### config.mk
export PLATFORM = sky130hd
export DESIGN_NAME = irq_win_regs
export DESIGN_NICKNAME = d
export VERILOG_FILES = /design/src/rtl/irq_win_pkg.sv /design/src/rtl/irq_win_decode.sv /design/src/rtl/irq_redir_table.sv /design/src/rtl/irq_win_regs.sv
export SDC_FILE = /design/constraint.sdc
export NUM_CORES = 2
export LEC_CHECK = 0
export BUFFER_PORTS_ARGS = -buffer_cell sky130_fd_sc_hd__buf_2
export CORE_MARGIN = 3
export CORE_UTILIZATION = 40
export CTS_CLUSTER_DIAMETER = 120
export CTS_CLUSTER_SIZE = 25
export DETAILED_ROUTE_END_ITERATION = 8
export GPL_TIMING_DRIVEN = 1
export PLACE_DENSITY = 0.57
export SLEW_MARGIN = 0
export SYNTH_ARGS = -nofsm -noshare
export SYNTH_HDL_FRONTEND = slang
export SYNTH_SLANG_ARGS = --single-unit
### constraint.sdc
create_clock -name clk -period 5.2 [get_ports clk]
set_input_delay 0 -clock clk [delete_from_list [all_inputs] [get_ports clk]]
set_output_delay 0 -clock clk [all_outputs]
set_load 0.03 [all_outputs]
### src/rtl/irq_win_pkg.sv
package irq_win_pkg;

    // Directly addressed offsets
    localparam logic [7:0] OFF_SEL = 8'h00;
    localparam logic [7:0] OFF_WIN = 8'h10;

    // Select codes
    localparam logic [7:0] SEL_ID       = 8'h00;
    localparam logic [7:0] SEL_VER      = 8'h01;
    localparam logic [7:0] SEL_ARB      = 8'h02;
    localparam logic [7:0] SEL_TBL_BASE = 8'h10;

    // Redirection entry field positions
    localparam int F_VEC_LO  = 0;
    localparam int F_DLV_LO  = 8;
    localparam int F_DMODE   = 11;
    localparam int F_POL     = 13;
    localparam int F_RIRR    = 14;
    localparam int F_TRIG    = 15;
    localparam int F_MASK    = 16;
    localparam int F_DEST_LO = 56;

    typedef enum logic [1:0] {
        SZ_BYTE  = 2'd0,
        SZ_HALF  = 2'd1,
        SZ_WORD  = 2'd2,
        SZ_DWORD = 2'd3
    } acc_size_e;

    typedef enum logic [2:0] {
        K_ID,
        K_VER,
        K_ARB,
        K_ENT,
        K_NONE
    } sel_kind_e;

    // Zero-extend write data from the access size
    function automatic logic [31:0] size_widen(input logic [1:0] sz, input logic [31:0] d);
        case (acc_size_e'(sz))
            SZ_BYTE: size_widen = {24'h0, d[7:0]};
            SZ_HALF: size_widen = {16'h0, d[15:0]};
            default: size_widen = d;
        endcase
    endfunction

endpackage

### src/rtl/irq_win_decode.sv
module irq_win_decode
    import irq_win_pkg::*;
#(
    parameter int PINS = 24,
    parameter int IDXW = $clog2(PINS)
) (
    input  logic [7:0]      sel,
    output sel_kind_e       kind,
    output logic [IDXW-1:0] idx,
    output logic            hi,
    output logic            in_range
);
    logic [7:0] off;
    logic [6:0] full_idx;

    always_comb begin
        off      = sel - SEL_TBL_BASE;
        full_idx = off[7:1];
        hi       = sel[0];
        idx      = full_idx[IDXW-1:0];
        in_range = 1'b0;
        if (sel == SEL_ID)              kind = K_ID;
        else if (sel == SEL_VER)        kind = K_VER;
        else if (sel == SEL_ARB)        kind = K_ARB;
        else if (sel >= SEL_TBL_BASE) begin
            kind     = K_ENT;
            in_range = (32'(full_idx) < PINS);
        end
        else                            kind = K_NONE;
    end
endmodule

### src/rtl/irq_redir_table.sv
module irq_redir_table
    import irq_win_pkg::*;
#(
    parameter int PINS = 24,
    parameter int IDXW = $clog2(PINS)
) (
    input  logic               clk,
    input  logic               rst_n,
    input  logic               wr_en,
    input  logic               wr_hi,
    input  logic [IDXW-1:0]    wr_idx,
    input  logic [31:0]        wr_data,
    input  logic [PINS-1:0]    rirr_set,
    input  logic [PINS-1:0]    rirr_clr,
    output logic [PINS*64-1:0] ent_flat,
    output logic               mchg,
    output logic [IDXW-1:0]    mchg_idx,
    output logic               mchg_val
);
    typedef struct packed {
        logic [PINS-1:0][63:0] ent;
        logic                  mchg;
        logic [IDXW-1:0]       midx;
        logic                  mval;
    } tbl_t;

    tbl_t s_d, s_q;

    always_comb begin
        s_d      = s_q;
        s_d.mchg = 1'b0;
        for (int i = 0; i < PINS; i++) begin
            if (rirr_clr[i])      s_d.ent[i][F_RIRR] = 1'b0;
            else if (rirr_set[i]) s_d.ent[i][F_RIRR] = 1'b1;
            if (wr_en && wr_idx == IDXW'(i)) begin
                if (wr_hi) begin
                    s_d.ent[i][63:32] = wr_data;
                end else begin
                    s_d.ent[i][31:0]   = wr_data;
                    s_d.ent[i][F_RIRR] = 1'b0;
                end
            end
        end
        if (wr_en && !wr_hi && (wr_data[F_MASK] != s_q.ent[wr_idx][F_MASK])) begin
            s_d.mchg = 1'b1;
            s_d.midx = wr_idx;
            s_d.mval = wr_data[F_MASK];
        end
    end

    always_ff @(posedge clk) begin
        if (!rst_n) begin
            s_q <= '0;
            for (int i = 0; i < PINS; i++) s_q.ent[i][F_MASK] <= 1'b1;
        end else begin
            s_q <= s_d;
        end
    end

    assign ent_flat = s_q.ent;
    assign mchg     = s_q.mchg;
    assign mchg_idx = s_q.midx;
    assign mchg_val = s_q.mval;


    rirr_low_clr_chk: assert property (@(posedge clk) disable iff (!rst_n)
        (wr_en && !wr_hi) |=> !s_q.ent[$past(wr_idx)][F_RIRR]);


    high_keeps_low_chk: assert property (@(posedge clk) disable iff (!rst_n)
        (wr_en && wr_hi && rirr_set == '0 && rirr_clr == '0)
        |=> s_q.ent[$past(wr_idx)][31:0] == $past(s_q.ent[wr_idx][31:0]));
endmodule

### src/rtl/irq_win_regs.sv
module irq_win_regs
    import irq_win_pkg::*;
#(
    parameter int         PINS    = 24,
    parameter logic [7:0] VERSION = 8'h11,
    localparam int        IDXW    = $clog2(PINS)
) (
    input  logic               clk,
    input  logic               rst_n,
    input  logic               req_valid,
    input  logic               req_write,
    input  logic [7:0]         req_addr,
    input  logic [1:0]         req_size,
    input  logic [31:0]        req_wdata,
    output logic               rd_valid,
    output logic [31:0]        rd_data,
    input  logic [PINS-1:0]    pend_set,
    input  logic [PINS-1:0]    pend_clr,
    input  logic [PINS-1:0]    rirr_set,
    input  logic [PINS-1:0]    rirr_clr,
    output logic [PINS*8-1:0]  ent_vector,
    output logic [PINS*3-1:0]  ent_dlv_mode,
    output logic [PINS-1:0]    ent_dest_mode,
    output logic [PINS-1:0]    ent_polarity,
    output logic [PINS-1:0]    ent_rirr,
    output logic [PINS-1:0]    ent_trig,
    output logic [PINS-1:0]    ent_mask,
    output logic [PINS*8-1:0]  ent_dest,
    output logic               svc_req,
    output logic [IDXW-1:0]    svc_idx,
    output logic               mask_chg,
    output logic [IDXW-1:0]    mask_chg_idx,
    output logic               mask_chg_val
);
    localparam logic [7:0] PIN_MAX = 8'(PINS - 1);

    typedef struct packed {
        logic [7:0]      sel;
        logic [3:0]      id;
        logic [PINS-1:0] pend;
        logic            rd_vld;
        logic [31:0]     rd_dat;
        logic            svc;
        logic [IDXW-1:0] svc_idx;
    } regs_t;

    regs_t r_d, r_q;

    sel_kind_e          kind;
    logic [IDXW-1:0]    idx;
    logic               hi;
    logic               in_range;
    logic [31:0]        wdat;
    logic [31:0]        win_val;
    logic [31:0]        raw;
    logic [63:0]        cur_ent;
    logic               tbl_wr;
    logic               new_trig;
    logic [PINS*64-1:0] ent_flat;

    irq_win_decode #(.PINS(PINS), .IDXW(IDXW)) u_dec (
        .sel      (r_q.sel),
        .kind     (kind),
        .idx      (idx),
        .hi       (hi),
        .in_range (in_range)
    );

    irq_redir_table #(.PINS(PINS), .IDXW(IDXW)) u_tbl (
        .clk      (clk),
        .rst_n    (rst_n),
        .wr_en    (tbl_wr),
        .wr_hi    (hi),
        .wr_idx   (idx),
        .wr_data  (wdat),
        .rirr_set (rirr_set),
        .rirr_clr (rirr_clr),
        .ent_flat (ent_flat),
        .mchg     (mask_chg),
        .mchg_idx (mask_chg_idx),
        .mchg_val (mask_chg_val)
    );

    // Per-pin field fan-out
    for (genvar p = 0; p < PINS; p++) begin : g_fields
        localparam int B = p * 64;
        assign ent_vector[p*8 +: 8]   = ent_flat[B + F_VEC_LO +: 8];
        assign ent_dlv_mode[p*3 +: 3] = ent_flat[B + F_DLV_LO +: 3];
        assign ent_dest_mode[p]       = ent_flat[B + F_DMODE];
        assign ent_polarity[p]        = ent_flat[B + F_POL];
        assign ent_rirr[p]            = ent_flat[B + F_RIRR];
        assign ent_trig[p]            = ent_flat[B + F_TRIG];
        assign ent_mask[p]            = ent_flat[B + F_MASK];
        assign ent_dest[p*8 +: 8]     = ent_flat[B + F_DEST_LO +: 8];
    end

    always_comb begin
        r_d        = r_q;
        r_d.rd_vld = 1'b0;
        r_d.svc    = 1'b0;
        r_d.pend   = (r_q.pend & ~pend_clr) | pend_set;

        wdat     = size_widen(req_size, req_wdata);
        cur_ent  = ent_flat[32'(idx) * 64 +: 64];
        tbl_wr   = 1'b0;
        new_trig = hi ? cur_ent[F_TRIG] : wdat[F_TRIG];

        case (kind)
            K_ID, K_ARB: win_val = {4'h0, r_q.id, 24'h0};
            K_VER:       win_val = {8'h0, PIN_MAX, 8'h0, VERSION};
            K_ENT:       win_val = in_range ? (hi ? cur_ent[63:32] : cur_ent[31:0]) : '1;
            default:     win_val = '1;
        endcase

        case (req_addr)
            OFF_SEL: raw = {24'h0, r_q.sel};
            OFF_WIN: raw = win_val;
            default: raw = '0;
        endcase

        if (req_valid && !req_write) begin
            r_d.rd_vld = 1'b1;
            r_d.rd_dat = size_widen(req_size, raw);
        end

        if (req_valid && req_write) begin
            if (req_addr == OFF_SEL) begin
                r_d.sel = wdat[7:0];
            end else if (req_addr == OFF_WIN) begin
                if (kind == K_ID) r_d.id = wdat[27:24];
                if (kind == K_ENT && in_range) begin
                    tbl_wr = 1'b1;
                    if (new_trig && r_q.pend[idx]) begin
                        r_d.svc     = 1'b1;
                        r_d.svc_idx = idx;
                    end
                end
            end
        end
    end

    always_ff @(posedge clk) begin
        if (!rst_n) r_q <= '0;
        else        r_q <= r_d;
    end

    assign rd_valid = r_q.rd_vld;
    assign rd_data  = r_q.rd_dat;
    assign svc_req  = r_q.svc;
    assign svc_idx  = r_q.svc_idx;


    svc_level_chk: assert property (@(posedge clk) disable iff (!rst_n)
        svc_req |-> (32'(svc_idx) < PINS) && ent_trig[svc_idx]);


    mask_pulse_chk: assert property (@(posedge clk) disable iff (!rst_n)
        mask_chg |-> (32'(mask_chg_idx) < PINS) && (ent_mask[mask_chg_idx] == mask_chg_val));


    rd_answer_chk: assert property (@(posedge clk) disable iff (!rst_n)
        (req_valid && !req_write) |=> rd_valid);


    rd_quiet_chk: assert property (@(posedge clk) disable iff (!rst_n)
        !(req_valid && !req_write) |=> !rd_valid);


    byte_read_chk: assert property (@(posedge clk) disable iff (!rst_n)
        (req_valid && !req_write && req_size == 2'd0) |=> (rd_data[31:8] == 24'h0));
endmodule

==> impl_metrics.py <==
metrics = {
    "outcome": {
        "status": "finished, violations left",
        "violations": "max-capacitance violations, max-slew violations",
    },
    "synthesis": {
        "ys.flop_type": "dfxtp_1",
        "yosysSeqAreaShare_pct": 41.0,
        "synthArstFlopShare_pct": 0,
        "synth_xor_area_share_pct": 0.0111,
        "synth_top_area_share_pct": 41.0,
        "synth_top_family_by_area": "compound AO/OA/AOI/OAI gates",
        "netlist_instances": 9183,
        "muxShareOfSynthArea_pct": 13.6,
        "synthTopCellsByCount": "dfxtp_1, a21oi_1, nand3_1, o21ai_0, clkbuf_1",
        "ys_seq_elements": 1618,
        "synth_compound_gate_area_share_pct": 21.3,
        "synth_fa_ha_area_share_pct": 0.0317,
        "synth_area_leaders": "dfxtp_1, mux4_2, a21oi_1",
        "yosysMostFrequentCell": "dfxtp_1",
        "synth_fp_nets": 9327,
        "ys_warn_count": 0,
        "avgSynthCellArea_sq_um": 8.61,
        "synthSimpleGateAreaFrac_pct": 12.1,
        "synth_edf_count": 0,
        "synthDistinctLibCells": 63,
        "synth_area_leader_cell": "dfxtp_1",
        "netlist_area_sq_um": 79100,
    },
    "floorplan": {
        "dieHeight_microns": 451,
        "initial_core_util_pct": 40.4,
        "die_width_microns": 451,
        "die-area_sq_um": 203000,
        "fp-row-count": 162,
        "ioPinCount": 764,
        "core_area_sq_um": 196000,
    },
    "pwr": {
        "p_leak_nw": 27.0,
        "p_sw_mw": 5.18,
        "pwr-share-seq_pct": 60.3,
        "clkPwrFrac_pct": 35.1,
        "max-vdd-ir-drop_uv": 260,
        "finalPower_mw": 20.6,
        "intPower_mw": 15.4,
        "power-per-cell-area_nw_per_um2": 247,
        "sw_frac_of_total_pct": 25.1,
        "p_comb_share_pct": 4.6,
    },
    "cts": {
        "root_buffer": "clkbuf_16",
        "clkSlewWorstSetupHoldPaths_ns": 0.12,
        "clockBufferDepth": 3,
        "cts-buffers-inserted": 76,
        "postCtsResizedCells": 0,
        "cts_tree": "done",
        "cts.sinks": 1618,
        "htreeDepth": 3,
        "cts_post_setup_buffers_inserted": 0,
        "clock_latency_ns": 0.78,
    },
    "worst_hold_path": {
        "holdPathStages": 4,
        "whs_endpoint": "u_tbl.ent_flat[1038]",
        "holdCritPathClass": "in -> reg",
        "hold_path_startpoint": "rirr_set[16]",
    },
    "route": {
        "wire_per_inst_microns": 30.4,
        "vias": 73446,
        "drt_iter0_drc": 10389,
        "drc": 0,
        "wirelength_mm": 343,
        "vias_per_cell": 6.50,
        "first_pass_iters": 6,
        "ant_nets": 0,
    },
    "sta": {
        "min_period_over_period_pct": 86.6,
        "max_slew_margin_pct": -3.95,
        "tns_ns": 0,
        "setup_slack_ns": 0.697,
        "hold_viol": 0,
        "setup_viol": 0,
        "post-route-min-period_ns": 4.50,
        "timing.hold.ws_ns": 0.0615,
        "slew_violations": 2,
        "skew_ns": 0.0607,
        "fmax_ghz": 0.222,
        "rsz0062_at_grt": "false",
        "worst_pin_slew_ns": 1.54,
    },
    "placement": {
        "place.gp.congestion": 0.956,
        "numPortBuffers": 763,
        "dpl.hpwl_mm": 208,
        "place_ws_ns": 1.31,
        "dp.cells": 11003,
    },
    "global_routing": {
        "grt_pass1_vias": 67629,
        "grt_max_degree": 209,
        "groute.usage.overall_pct": 32.0,
        "antenna_found_initial": 23,
        "grt_first_pass_wirelength_mm": 492,
        "grt_remaining_overflow": 0,
    },
    "critical_path": {
        "critPathMaxFanout": 39,
        "worst_r2r_endpoint": "u_tbl.ent_flat[270]",
        "cp.required_ns": 5.92,
        "rrSetupSlack_ns": 0.70,
        "crit_path_start_kind": "register",
        "worstSetupPathType": "reg -> reg",
        "reg2regPathDepth": 11,
        "cp_data_arrival_time_ns": 5.22,
        "r2r-start": "r_q[71]",
        "cp-end-kind": "register",
    },
    "cells_and_area": {
        "drive_above_1_share_pct": 18.0,
        "nets": 8788,
        "fin_cells": 11291,
        "syn_to_final_growth_pct": 5.40,
    },
    "flow_run": {
        "cap_violations": 1,
    },
}
critical path, cell delays in order (launching register included):
cell	delay, ns
dfxtp_4	0.44
inv_4	0.51
ha_1	0.30
or2_1	0.13
o21ai_1	0.12
mux2i_4	0.45
buf_4	0.38
or4_4	0.75
buf_12	0.32
nor2_1	0.08
nor4_1	0.31
dlygate4sd3_1	0.62
layout by cell type (no fill, tap or decap), types with 6 or more instances in the layout:
master and n:
o221ai_1 12, nor4_4 7, or4_4 8, and2_2 14, diode_2 10, a32oi_1 10, a22oi_1 16, buf_4 153
a211oi_1 11, clkbuf_16 78, o21ai_1 62, dlygate4sd3_1 187, nor3_2 6, nand2_1 88, o21ai_0 1525, dfxtp_1 1614
nor2_1 111, inv_1 27, nand3_1 1544, a21oi_1 1581, and2_1 15, nor2b_1 7, buf_12 55, o2bb2ai_1 22
nand2_4 7, mux4_2 394, mux2_2 22, mux2i_1 158, nor2b_4 8, nor4b_1 6, buf_2 763, a221oi_1 8
nor4_1 32
timing repair:
item / 4_1_cts / 5_1_grt
hold buffers: 187 / 0
setup endpoints to repair: 0 / 0
endpoints found under the hold margin: 410 / 0
through the flow:
stage / util [%] / area (sq um)
after floorplan: - / 79100
after global placement: 40.5 / 79300
after detailed placement: 40.5 / 79300
after CTS: 42.6 / 83300
after global routing: 42.6 / 83300
final: 42.6 / 83300
cell families (layout without fill, tap and decap cells):
kind of cell / count (synthesis) / count (layout)
mux: 576 / 576
xor+xnor: 1 / 1
flops: 1618 / 1618
compound gates: 3286 / 3286
simple gates: 1895 / 1895
fa+ha+maj: 2 / 2
other cells: 0 / 10
buf+inv: 1805 / 1279
how the worst max path moves through the flow:
stage	end	cells after the start	startpoint	slack [ns]
2_1_floorplan	rd_data[24]	13	r_q[71]	1.64
3_3_place_gp	svc_idx[3]	6	r_q[68]	1.29
4_1_cts	u_tbl.ent_flat[782]	11	r_q[71]	0.88
3_5_place_dp	u_tbl.ent_flat[1119]	10	r_q[71]	1.31
5_1_grt	u_tbl.ent_flat[270]	11	r_q[71]	0.54
6_report	u_tbl.ent_flat[270]	11	r_q[71]	0.70
per-layer routing:
layer | wire, microns | up-vias | global-route usage (%)
met1 | 134000 | 36934 | 42.3
met2 | 148000 | 4335 | 47.1
met4 | 25500 | 12 | 19.9
met3 | 35500 | 781 | 7.62
li1 | - | 31384 | -
met5 | 76 | - | 0
power groups by stage:
stage	combinational [mW]	clock, mW	sequential (mW)
after global placement	0.798	0	12.7
after floorplan	0.441	0	12.7
after detailed placement	0.803	0	12.7
final	0.952	7.23	12.4
after CTS	0.915	7.32	12.4
after global routing	0.973	7.66	12.4
layout make-up:
class | count | area, sq um
diodes | 10 | 25.0
clock buffers | 80 | 1960
clock inverters | 11 | 159
fillers | 18933 | 112000
inverters | 30 | 123
multi-input cells | 5760 | 37400
flip-flops and latches | 1618 | 32400
well taps | 2624 | 3280
repair buffers | 1158 | 7940
sequential cells by signal, indices dropped and copies added, names as in the netlist:
signal	count
rd_valid	1
svc_req	1
rd_data	32
u_tbl.mchg	1
r_q	36
u_tbl.mchg_idx	5
svc_idx	5
u_tbl.mchg_val	1
u_tbl.ent_flat	1536
(Power assumes the default switching activity.)
